$ cat config.mk
export PLATFORM = sky130hd
export DESIGN_NAME = paged_cs_decode
export DESIGN_NICKNAME = d
export VERILOG_FILES = /design/src/rtl/paged_cs_pkg.sv /design/src/rtl/page_regs.sv /design/src/rtl/cs_decode.sv /design/src/rtl/paged_cs_decode.sv
export SDC_FILE = /design/constraint.sdc
export NUM_CORES = 1
export LEC_CHECK = 0
export CORE_MARGIN = 1
export CORE_UTILIZATION = 28
export CTS_BUF_LIST = sky130_fd_sc_hd__clkbuf_16
export DETAILED_ROUTE_END_ITERATION = 7
export PLACE_DENSITY = 0.75
export RECOVER_POWER = 100
export SLEW_MARGIN = 10
export SYNTH_ARGS = -nofsm -noshare
export SYNTH_HDL_FRONTEND = slang
export SYNTH_SLANG_ARGS = --single-unit
$ cat constraint.sdc
create_clock -name clk_i -period 1.21 [get_ports clk_i]
set_input_delay 0.121 -clock clk_i [delete_from_list [all_inputs] [get_ports clk_i]]
set_output_delay 0.121 -clock clk_i [all_outputs]
set_load 0.05 [all_outputs]
$ cat src/rtl/paged_cs_pkg.sv
`timescale 1ns/1ps
package paged_cs_pkg;
  localparam int unsigned ADDR_W  = 16;
  localparam int unsigned DATA_W  = 8;
  localparam int unsigned SECTORS = 8;

  typedef enum logic {
    REG_PAGE = 1'b0,
    REG_MODE = 1'b1
  } reg_sel_e;
endpackage

$ cat src/rtl/page_regs.sv
`timescale 1ns/1ps
module page_regs #(
  parameter int unsigned DATA_W = 8
) (
  input  logic              clk_i,
  input  logic              rst_ni,
  input  logic              we_i,
  input  logic              addr_i,
  input  logic [DATA_W-1:0] wdata_i,
  output logic [DATA_W-1:0] rdata_o,
  output logic [DATA_W-1:0] page_o,
  output logic              flash_data_o
);
  import paged_cs_pkg::*;

  logic [DATA_W-1:0] page_q;
  logic              mode_q;

  always_ff @(posedge clk_i or negedge rst_ni) begin
    if (!rst_ni) begin
      page_q <= '0;
      mode_q <= 1'b0;
    end else if (we_i) begin
      if (reg_sel_e'(addr_i) == REG_PAGE) page_q <= wdata_i;
      else                                mode_q <= wdata_i[0];
    end
  end

  always_comb begin
    if (reg_sel_e'(addr_i) == REG_PAGE) rdata_o = page_q;
    else                                rdata_o = {{(DATA_W-1){1'b0}}, mode_q};
  end

  assign page_o       = page_q;
  assign flash_data_o = mode_q;
endmodule

$ cat src/rtl/cs_decode.sv
`timescale 1ns/1ps
module cs_decode #(
  parameter int unsigned ADDR_W   = 16,
  parameter int unsigned PAGE_W   = 8,
  parameter int unsigned SECTORS  = 8,
  parameter logic [ADDR_W-1:0] WIN_BASE = 16'h8000
) (
  input  logic [ADDR_W-1:0] addr_i,
  input  logic              fetch_i,
  input  logic              rd_i,
  input  logic              wr_i,
  input  logic [PAGE_W-1:0] page_i,
  input  logic              flash_data_i,
  output logic [SECTORS-1:0] mflash_cs_no,
  output logic              sflash_cs_no,
  output logic              iram_cs_no,
  output logic              xram_a_cs_no,
  output logic              xram_b_cs_no
);
  localparam int unsigned SEC_W = $clog2(SECTORS);

  logic upper, code_cyc, data_cyc, page_ok, flash_win;
  logic [SEC_W-1:0] sector;

  assign upper    = (addr_i >= WIN_BASE);
  assign code_cyc = fetch_i;
  // fetch wins over data strobes
  assign data_cyc = !fetch_i && (rd_i || wr_i);
  // top page bit picks the SRAM bank; bits between it and the sector field must be zero
  assign page_ok  = (page_i[PAGE_W-2:SEC_W] == '0);
  assign sector   = page_i[SEC_W-1:0];

  assign flash_win = upper && page_ok &&
                     (flash_data_i ? data_cyc : code_cyc);

  for (genvar s = 0; s < SECTORS; s++) begin : g_sec
    assign mflash_cs_no[s] = !(flash_win && (sector == SEC_W'(s)));
  end

  assign sflash_cs_no = !(code_cyc && !upper);
  assign iram_cs_no   = !(data_cyc && !upper);
  assign xram_a_cs_no = !(data_cyc && upper && !flash_data_i && !page_i[PAGE_W-1]);
  assign xram_b_cs_no = !(data_cyc && upper && !flash_data_i &&  page_i[PAGE_W-1]);
endmodule

$ cat src/rtl/paged_cs_decode.sv
`timescale 1ns/1ps
module paged_cs_decode
  import paged_cs_pkg::*;
#(
  parameter int unsigned AW = ADDR_W,
  parameter int unsigned DW = DATA_W,
  parameter int unsigned NS = SECTORS
) (
  input  logic          clk_i,
  input  logic          rst_ni,
  input  logic [AW-1:0] addr_i,
  input  logic          fetch_i,
  input  logic          rd_i,
  input  logic          wr_i,
  input  logic          reg_we_i,
  input  logic          reg_addr_i,
  input  logic [DW-1:0] reg_wdata_i,
  output logic [DW-1:0] reg_rdata_o,
  output logic [NS-1:0] mflash_cs_no,
  output logic          sflash_cs_no,
  output logic          iram_cs_no,
  output logic          xram_a_cs_no,
  output logic          xram_b_cs_no
);
  logic [DW-1:0] page_q;
  logic          mode_q;

  page_regs #(.DATA_W(DW)) u_regs (
    .clk_i        (clk_i),
    .rst_ni       (rst_ni),
    .we_i         (reg_we_i),
    .addr_i       (reg_addr_i),
    .wdata_i      (reg_wdata_i),
    .rdata_o      (reg_rdata_o),
    .page_o       (page_q),
    .flash_data_o (mode_q)
  );

  cs_decode #(
    .ADDR_W   (AW),
    .PAGE_W   (DW),
    .SECTORS  (NS),
    .WIN_BASE (AW'(1) << (AW-1))
  ) u_dec (
    .addr_i       (addr_i),
    .fetch_i      (fetch_i),
    .rd_i         (rd_i),
    .wr_i         (wr_i),
    .page_i       (page_q),
    .flash_data_i (mode_q),
    .mflash_cs_no (mflash_cs_no),
    .sflash_cs_no (sflash_cs_no),
    .iram_cs_no   (iram_cs_no),
    .xram_a_cs_no (xram_a_cs_no),
    .xram_b_cs_no (xram_b_cs_no)
  );
endmodule

## After elaboration in Yosys (flattened, before gate mapping)

Index checks and enable logic that the tools add are counted.

- Muxes and demuxes: 2
- Equal/unequal tests: 7
- $lt $le $gt $ge: 1
- Bitwise operators: 1
- Reductions and logical operators: 38

Operators with widths:

| kind | count |
|---|---|
| 1-bit logical AND | 17 |
| 16-bit >= comparator (second input constant) | 1 |
| 1-bit zero test | 16 |
| 3-bit == test (second input constant) | 4 |
| 8-bit two-way mux | 1 |
| 3-bit by 2-bit == test with 1-bit output (second input constant) | 2 |
| 4-bit zero test | 1 |
| 2-bit AND reduction | 2 |
| 3-bit by 1-bit == test with 1-bit output (second input constant) | 1 |
| 3-bit zero test | 1 |
| 1-bit logical OR | 1 |
| 1-bit two-way mux | 1 |
| 1-bit inverter | 1 |

- Logic and storage cells: 51
- Output and inout port bits: 20
- Bits in registers: 9
- Input bits: 31

## Logic depth before layout (Yosys ltp)

Gate-level depths: netlist (run 1).

- Depth in word-level cells: 6
- Depth in mapped cells: 5
- Gate-level depth less buffers: 3

## By module

A second synthesis (run 1) with hierarchy kept.

- Cell total of the unflattened synthesis: 51
- Area total of the unflattened synthesis: 644.4 um2

By module, submodules not included:

| module | instances | seq. area each (um2) | area each (um2) | cells each |
|---|---|---|---|---|
| page_regs | 1 | 225.2 | 478.0 | 30 |
| cs_decode | 1 | 0.0 | 166.4 | 21 |

## Worst setup path after synthesis (run 1)

No wires, ideal clock.

- Path type: reg-to-output
- From: register u_regs.mode_q, in the netlist u_regs.flash_data_o
- To: output mflash_cs_no[5]
- Setup slack: -269 ps
- Required time: 1089 ps
- Buffers on the path: 0
- Cell stages (with the launch flop): 3
- Arrival: 1358 ps
- Cells stage by stage: dfrtp_1 -> a2111oi_4 -> nand4_1

- Longest elaborated chain between the ends: 4

RTL lines:

| what | line | RTL |
|---|---|---|
| from (decl) | page_regs.sv:17 | `logic mode_q;` |
| from (signal assigned) | page_regs.sv:25 | `else mode_q <= wdata_i[0];` |
| 1-bit two-way mux | cs_decode.sv:34 | `(flash_data_i ? data_cyc : code_cyc);` |
| 1-bit logical AND | cs_decode.sv:33 | `assign flash_win = upper && page_ok &&` |
| 1-bit logical AND | cs_decode.sv:37 | `assign mflash_cs_no[s] = !(flash_win && (sector == SEC_W'(s)));` |
| 1-bit zero test | cs_decode.sv:37 |  |
| to (decl) | paged_cs_decode.sv:19 | `output logic [NS-1:0] mflash_cs_no,` |

No other way between the ends.

## Worst setup path after layout (run 1)

- From: register u_regs.page_q[3], in the netlist u_regs.page_o[3]
- To: output mflash_cs_no[2]

- Longest elaborated chain between the ends: 5

RTL lines:

| what | line | RTL |
|---|---|---|
| from (decl) | page_regs.sv:16 | `logic [DATA_W-1:0] page_q;` |
| from (signal assigned) | page_regs.sv:24 | `if (reg_sel_e'(addr_i) == REG_PAGE) page_q <= wdata_i;` |
| 4-bit zero test | cs_decode.sv:30 | `assign page_ok = (page_i[PAGE_W-2:SEC_W] == '0);` |
| 1-bit logical AND (2 in series) | cs_decode.sv:33 |  |
| 1-bit logical AND | cs_decode.sv:37 |  |
| 1-bit zero test | cs_decode.sv:37 |  |

No other way between the ends.

==> results.json, run 1 <==
{
  "status": "finished with violations",
  "failed_checks": "negative setup slack",
  "antenna_left": 0,
  "vdd_drop_max_mv": 0.842,
  "routedWlPerCell_um": 15.0,
  "yosys-top-cells-area": "dfrtp_1 38%, mux2_1 13%, a2111oi_4 9.3%, nor2b_1 7.4%, nand2_1 5.7%",
  "cp-start-kind": "flip-flop",
  "start_util_pct": 29.8,
  "grt_overflow": 0,
  "maxSlewHeadroom_pct": 72.7,
  "postCtsHoldBufs": 0,
  "slew_violations": 0,
  "setup_slack_ns": -0.441,
  "grt.total_usage_pct": 15.3,
  "gp_congestion": 0.729,
  "yosysUniqueCellTypes": 20,
  "portBuffers": 35,
  "drt_iter0_markers": 10,
  "vias": 633,
  "synth_mux_area_share_pct": 17.2,
  "grt_max_degree": 10,
  "worstReg2RegEnd": "u_regs.flash_data_o",
  "root_buffer": "clkbuf_16",
  "clock-skew-final_ns": 0,
  "holdCritPathClass": "in2async",
  "insertion_delay_ns": 0.23,
  "setup_violations": 12,
  "syn_area_per_cell_um2": 10.5,
  "period_minus_slack_ns": 1.65,
  "die_y_um": 47.9,
  "synth_edf_count": 0,
  "placementRows": 16,
  "worstPathRequired_ns": 1.09,
  "synth_area_leader_cell": "dfrtp_1",
  "dieArea_um2": 2300,
  "clk_pin_slew_ns": 0.04,
  "final_nets": 140,
  "fill_cells": 138,
  "synth_common_cells": "9 x dfrtp_1, 9 x nand2_1, 7 x mux2_1, 7 x nor2b_1, 3 x nand2b_1",
  "tightest_slew_ns": 0.408,
  "wl_um": 2030,
  "first_global_vias": 590,
  "fmax_mhz": 606,
  "whs_ns": 0.260,
  "ys_dominant_reg_cell": "dfrtp_1",
  "design_area_um2": 1330,
  "die_x_um": 47.9,
  "synthSimpleGateAreaFrac_pct": 27.5,
  "drcViolationCount": 0,
  "cp.arrival_ns": 1.53,
  "synth_seq_area_share_pct": 38.1,
  "cts_tree": "done",
  "synth_top_family_by_area": "simple AND/OR/NAND/NOR gates",
  "synth_seq_cells": 9,
  "rr_worst_depth": 4,
  "multi_input_area_um2": 422,
  "r2r_start": "u_regs.flash_data_o",
  "place_area_um2": 1110,
  "async_flop_share_pct": 100,
  "cts_sinks": 9,
  "dp_hpwl_um": 1320,
  "dp_slack_ns": -0.474,
  "min_period_over_period_pct": 136,
  "crit_start": "u_regs.page_o[3]",
  "cts_made_buffers": 3,
  "avgViaCountPerCell": 4.69,
  "cp_max_fo": 2,
  "p_per_area_nw_per_um2": 1220,
  "hold_viol": 0,
  "critPathCaptureType": "output port",
  "synth_compound_area_share_pct": 14.8,
  "leakage_nw": 0.545,
  "synthesis.area_um2": 591,
  "drtPass1Iterations": 4,
  "final.setup.tns_ns": -3.67,
  "n_antenna_cell": 0,
  "syn_to_final_growth_pct": 125,
  "synth_fp_nets": 87,
  "drv_cap": 0,
  "synth_top_area_share_pct": 38.1,
  "r2r_slack_ns": 0,
  "ctsHtreeMaxLevel": 1,
  "core_um2": 1980,
  "ios": 51,
  "power.total_w": 0.00162,
  "register_area_um2": 228,
  "critPathKind": "reg2out",
  "synth_warnings": 0,
  "clockBufferDepth": 2,
  "synth_cells": 56,
  "antenna_found_initial": 0,
  "endpoint": "mflash_cs_no[2]",
  "synth_xor_area_share_pct": 0,
  "grt_first_pass_wirelength_um": 2420,
  "rsz0062_at_grt": "yes",
  "synth_fa_ha_area_share_pct": 0,
  "final_layout_size_suffix_gt1_share_pct": 54.6
}
[through the flow]
stage,std cells,util (%)
4_1_cts,134,65.0
6_report,135,67.1
2_1_floorplan,56,-
3_3_place_gp,128,55.9
5_1_grt,135,67.1
3_5_place_dp,128,55.9
[final cells by class]
class,instances,share of cell area (%)
Clock buffer,3,5.64
Clock inverter,1,0.282
Inverter,1,0.282
Multi-Input combinational cell,44,31.7
Sequential cell,9,17.1
Tap cell,27,2.54
Timing Repair Buffer,50,42.4
[power breakdown]
| group | switching [W] | internal [W] |
|---|---|---|
| clock network | 0.000135 | 0.000431 |
| registers | 0.0000598 | 0.000349 |
| logic | 0.000307 | 0.000336 |
[sequential cells by signal, indices dropped and copies added (netlist names)]
register / cells
u_regs.page_o: 8
u_regs.flash_data_o: 1
[repair_timing]
| action | CTS | global route |
|---|---|---|
| gates cloned | 0 | 0 |
| endpoints found under the setup margin | 20 | 16 |
| buffers inserted | 2 | 2 |
| gates resized for setup | 31 | 13 |
| pin swaps | 6 | 9 |
[critical path: stages (launching register included)]
cell and delay (ns):
dfrtp_1 0.36, or4_4 0.54, nor2_4 0.14, nand2_1 0.08, buf_6 0.17
[placed cells by master (no fill, tap or decap), types with 3 or more instances in the layout]
cell	count
nand2b_1	3
dlygate4sd2_1	3
buf_6	19
mux2_1	7
clkbuf_16	3
nor2b_4	3
clkdlybuf4s50_1	10
buf_12	6
buf_4	6
dfrtp_1	7
nand2_1	9
[per-layer routing]
layer	part of all wire [%]	vias to the layer above	global-route usage, %
li1	-	301	-
met1	39	305	15.6
met2	56	27	30.8
met3	4.7	0	3.77
met4	0	0	3.33
met5	0	-	0
[worst min-delay path by stage]
stage	end	cells past startpoint
floorplan	u_regs.flash_data_o	0
global placement	u_regs.page_o[7]	1
detailed placement	u_regs.page_o[5]	1
CTS	u_regs.page_o[5]	1
global route	u_regs.page_o[5]	1
finish	u_regs.page_o[1]	1
[kinds of logic after synthesis]
logic type      Yosys count
compound gates            5
buf+inv                   3
flops                     9
mux                       9
simple gates             30
Note: power is estimated with default switching activity, not from simulation.
==> inputs of run 2 (changes only) <==
- CTS_CLUSTER_SIZE: unset -> 12
- PLACE_DENSITY: 0.75 -> 0.72
==> results.json, run 2 (synthesized netlist as in run 1, its figures left out) <==
{
  "clockBufferDepth": 2,
  "grt_overflow": 0,
  "die_y_um": 47.9,
  "cp_max_fo": 5,
  "drcViolationCount": 0,
  "crit_start": "u_regs.flash_data_o",
  "root_buffer": "clkbuf_16",
  "start_util_pct": 29.8,
  "insertion_delay_ns": 0.23,
  "setup_slack_ns": -0.412,
  "final_nets": 142,
  "grt_first_pass_wirelength_um": 2560,
  "hold_viol": 0,
  "cp.arrival_ns": 1.50,
  "dp_slack_ns": -0.462,
  "register_area_um2": 229,
  "ctsHtreeMaxLevel": 1,
  "avgViaCountPerCell": 4.78,
  "grt.total_usage_pct": 17.0,
  "tightest_slew_ns": 0.433,
  "drt_iter0_markers": 8,
  "maxSlewHeadroom_pct": 71.0,
  "worstReg2RegEnd": "u_regs.page_o[4]",
  "period_minus_slack_ns": 1.62,
  "vias": 655,
  "final_common_cell": "buf_6",
  "multi_input_area_um2": 449,
  "worstPathRequired_ns": 1.09,
  "clk_pin_slew_ns": 0.04,
  "grt_max_degree": 10,
  "fill_cells": 134,
  "die_x_um": 47.9,
  "gp_congestion": 0.759,
  "rr_worst_depth": 3,
  "leakage_nw": 0.570,
  "fmax_mhz": 617,
  "layout_common_cells": "17 x buf_6, 9 x nand2_1, 9 x clkdlybuf4s50_1",
  "core_um2": 1980,
  "placementRows": 16,
  "cp-start-kind": "flip-flop",
  "p_per_area_nw_per_um2": 1200,
  "status": "finished with violations",
  "routedWlPerCell_um": 15.5,
  "min_period_over_period_pct": 134,
  "clock-skew-final_ns": 0,
  "dieArea_um2": 2300,
  "portBuffers": 35,
  "r2r_slack_ns": 0.11,
  "whs_ns": 0.268,
  "final_layout_size_suffix_gt1_share_pct": 56.4,
  "drv_cap": 0,
  "ios": 51,
  "cts_tree": "done",
  "holdCritPathClass": "in2async",
  "antenna_left": 0,
  "critPathCaptureType": "output port",
  "endpoint": "mflash_cs_no[7]",
  "wl_um": 2130,
  "antenna_found_initial": 0,
  "rsz0062_at_grt": "yes",
  "setup_violations": 16,
  "largest_reg_flops": 8,
  "first_global_vias": 560,
  "place_area_um2": 1120,
  "syn_to_final_growth_pct": 131,
  "dp_hpwl_um": 1320,
  "cts_sinks": 9,
  "power.total_w": 0.00164,
  "r2r_start": "u_regs.page_o[4]",
  "failed_checks": "negative setup slack",
  "drtPass1Iterations": 4,
  "critPathKind": "reg2out",
  "cts_made_buffers": 3,
  "design_area_um2": 1360,
  "vdd_drop_max_mv": 0.978,
  "n_antenna_cell": 0,
  "slew_violations": 0
}
-- run 2: layer usage --
| layer | track usage [%] | up-vias | share of wire, % |
|---|---|---|---|
| met4 | 10.0 | 0 | 2.0 |
| li1 | - | 307 | - |
| met2 | 28.6 | 29 | 53 |
| met3 | 5.28 | 4 | 5.2 |
| met1 | 18.5 | 315 | 40 |
| met5 | 0 | - | 0 |
-- run 2: worst min path at each step --
stage                          end  slack, ns  depth (start not counted)
2_1_floorplan  u_regs.flash_data_o      -0.17                          0
3_3_place_gp      u_regs.page_o[7]       0.44                          1
3_5_place_dp      u_regs.page_o[7]       0.43                          1
4_1_cts           u_regs.page_o[7]       0.20                          1
5_1_grt           u_regs.page_o[7]       0.31                          1
6_report          u_regs.page_o[7]       0.27                          1
-- run 2: layout make-up --
cell class                 count  area share [%]
tap                           27            2.48
inverter                       1           0.275
clock buffer                   3            5.51
clock inverter                 1           0.275
sequential                     9            16.8
timing repair buffer          52            41.7
multi-input combinational     44            33.0
-- run 2: timing repair --
action	4_1_cts	5_1_grt
gates resized for setup	30	18
setup endpoints to repair	19	17
setup buffers	3	2
pin swaps	7	10
hold buffers	0	0
-- run 2: worst max-delay path, stage by stage, from the launching register on --
cell	delay [ns]
dfrtp_2	0.48
a2111oi_4	0.42
nand4_1	0.18
buf_6	0.19
-- run 2: where the power goes --
part / internal (W) / total (W) / switching [W]
logic: 0.000338 / 0.000658 / 0.000320
clock network: 0.000431 / 0.000568 / 0.000137
registers: 0.000350 / 0.000414 / 0.0000646
-- run 2: per-stage QoR --
stage / setup TNS [ns] / std cells / util [%]
detailed placement: -6.07 / 130 / 56.6
floorplan: -1.54 / 56 / -
CTS: -3.81 / 136 / 65.5
global route: -4.91 / 137 / 68.8
global placement: -5.44 / 130 / 56.6
finish: -3.83 / 137 / 68.8
==> inputs of run 3 (changes only) <==
--- a/config.mk
+++ b/config.mk
@@ -7,4 +7,6 @@
 export LEC_CHECK = 0
+export CELL_PAD_IN_SITES_DETAIL_PLACEMENT = 0
+export CELL_PAD_IN_SITES_GLOBAL_PLACEMENT = 2
 export CORE_MARGIN = 1
-export CORE_UTILIZATION = 28
+export CORE_UTILIZATION = 14
 export CTS_BUF_LIST = sky130_fd_sc_hd__clkbuf_16
@@ -12,5 +14,5 @@
 export DETAILED_ROUTE_END_ITERATION = 7
-export PLACE_DENSITY = 0.72
+export PLACE_DENSITY = 0.69
 export RECOVER_POWER = 100
-export SLEW_MARGIN = 10
+export SLEW_MARGIN = 20
 export SYNTH_ARGS = -nofsm -noshare
--- a/constraint.sdc
+++ b/constraint.sdc
@@ -3,2 +3,2 @@
 set_output_delay 0.121 -clock clk_i [all_outputs]
-set_load 0.05 [all_outputs]
+set_load 0.01 [all_outputs]
==> results.json, run 3 (synthesized netlist as in run 1, its figures left out) <==
{
  "status": "finished with violations",
  "failed_checks": "negative setup slack",
  "ctsHtreeMaxLevel": 1,
  "dp_hpwl_um": 1440,
  "cp-start-kind": "flip-flop",
  "holdCritPathClass": "in2async",
  "first_global_vias": 671,
  "final_nets": 146,
  "tightest_slew_ns": 0.427,
  "min_period_over_period_pct": 129,
  "place_area_um2": 1090,
  "die_x_um": 67.0,
  "clockPowerShare_pct": 39.6,
  "clock-skew-final_ns": 0,
  "avgViaCountPerCell": 3.82,
  "setup_violations": 12,
  "largest_reg_flops": 8,
  "final_layout_size_suffix_gt1_share_pct": 54.4,
  "vdd_drop_max_mv": 0.471,
  "grt_max_degree": 10,
  "p_comb_share_pct": 32.2,
  "worstPathRequired_ns": 1.09,
  "drtPass1Iterations": 4,
  "setup_slack_ns": -0.347,
  "period_minus_slack_ns": 1.56,
  "insertion_delay_ns": 0.23,
  "antenna_found_initial": 0,
  "clk_pin_slew_ns": 0.04,
  "maxSlewHeadroom_pct": 71.5,
  "fmax_mhz": 642,
  "start_util_pct": 14.7,
  "swShare_pct": 26.6,
  "grt_overflow": 0,
  "wl_met1_um": 815,
  "drv_cap": 0,
  "whs_ns": 0.266,
  "routed-wl-met3_um": 108,
  "fill_cells": 416,
  "layout_common_cells": "14 x buf_2, 12 x buf_6, 10 x buf_4",
  "gp_congestion": 0.775,
  "die_y_um": 67.0,
  "grt.total_usage_pct": 8.93,
  "clockBufferDepth": 2,
  "wl_met2_um": 845,
  "root_buffer": "clkbuf_16",
  "routedWlPerCell_um": 10.8,
  "cts_tree": "done",
  "p_switching_w": 0.000380,
  "final_common_cell": "buf_2",
  "portBuffers": 35,
  "postCtsHoldBufs": 0,
  "hold_viol": 0,
  "drcViolationCount": 0,
  "cts_sinks": 9,
  "drt_iter0_markers": 18,
  "p_seq_share_pct": 28.2,
  "syn_to_final_growth_pct": 112,
  "design_area_um2": 1250,
  "r2r_slack_ns": 0.14,
  "grt_first_pass_wirelength_um": 3010,
  "leakage_nw": 0.507,
  "critPathCaptureType": "output port",
  "slew_violations": 0,
  "cts_made_buffers": 3,
  "final.setup.tns_ns": -3.19,
  "p_int_w": 0.00105,
  "critPathKind": "reg2out",
  "vias": 626,
  "ios": 51,
  "cp_max_fo": 2,
  "wl_um": 1770,
  "dieArea_um2": 4480,
  "p_per_area_nw_per_um2": 1140,
  "placementRows": 23,
  "n_antenna_cell": 0,
  "antenna_left": 0,
  "highest_layer": "met3",
  "core_um2": 4030,
  "rsz0062_at_grt": "yes",
  "cp.arrival_ns": 1.44
}
-- run 3: cell count changes in the layout (fill, tap and decap cells not counted), moves of 2 or more --
cell     delta
buf_4       +2
buf_2      +14
nor2b_4     -4
buf_6       -5
nand2_2     +2
buf_8       -2
buf_12      -5
nor2b_1     +5
nand2_1     -2
-- run 3: path summary, 6_finish.rpt --
kind	startpoint	cells past startpoint	endpoint
worst min-delay path	rst_ni	1	u_regs.page_o[7]
worst max-delay path	u_regs.page_o[0]	4	mflash_cs_no[0]
worst min register to register	u_regs.page_o[7]	1	u_regs.page_o[7]
worst max register to register	u_regs.flash_data_o	3	u_regs.flash_data_o
min in group clk_i	reg_wdata_i[1]	3	u_regs.page_o[1]
max in group asynchronous	rst_ni	1	u_regs.flash_data_o
-- run 3: power by group through the flow --
stage	Combinational, W	Clock (W)	Sequential [W]
floorplan	0.000145	0	0.000405
global placement	0.000384	0	0.000403
detailed placement	0.000387	0	0.000403
CTS	0.000457	0.000573	0.000405
global route	0.000505	0.000602	0.000411
finish	0.000461	0.000568	0.000403
-- run 3: critical path, stage by stage, from the launching register on --
cell and delay [ns]:
dfrtp_1 0.37, or4_4 0.55, nor2_4 0.10, nand2_1 0.06, buf_2 0.14
-- run 3: through the flow --
| stage | instances | worst slack (ns) | util, % | total power, W |
|---|---|---|---|---|
| floorplan | 56 | -0.0250 | - | 0.000550 |
| global placement | 152 | -0.706 | 27.1 | 0.000787 |
| detailed placement | 152 | -0.751 | 27.1 | 0.000790 |
| CTS | 164 | -0.391 | 30.9 | 0.00144 |
| global route | 164 | -0.426 | 31.1 | 0.00152 |
| finish | 164 | -0.347 | 31.1 | 0.00143 |
-- run 3: final cells by class --
type / count / area (µm²) / area share [%]
sequential: 9 / 229 / 18.3
clock inverter: 1 / 3.75 / 0.300
clock buffer: 3 / 75.1 / 5.99
tap: 50 / 62.6 / 5.00
multi-input combinational: 44 / 422 / 33.7
inverter: 1 / 3.75 / 0.300
timing repair buffer: 56 / 457 / 36.5
-- run 3: timing repair --
item | 4_1_cts | 5_1_grt
buffers inserted | 8 | 1
setup endpoints to repair | 27 | 17
gates resized for setup | 104 | 9
pin swaps | 11 | 8
-- run 3: layer usage --
metal,global-route usage (%),vias to the layer above
met4,3.19,0
met5,0,-
li1,-,314
met2,14.8,22
met3,1.88,0
met1,11.3,290
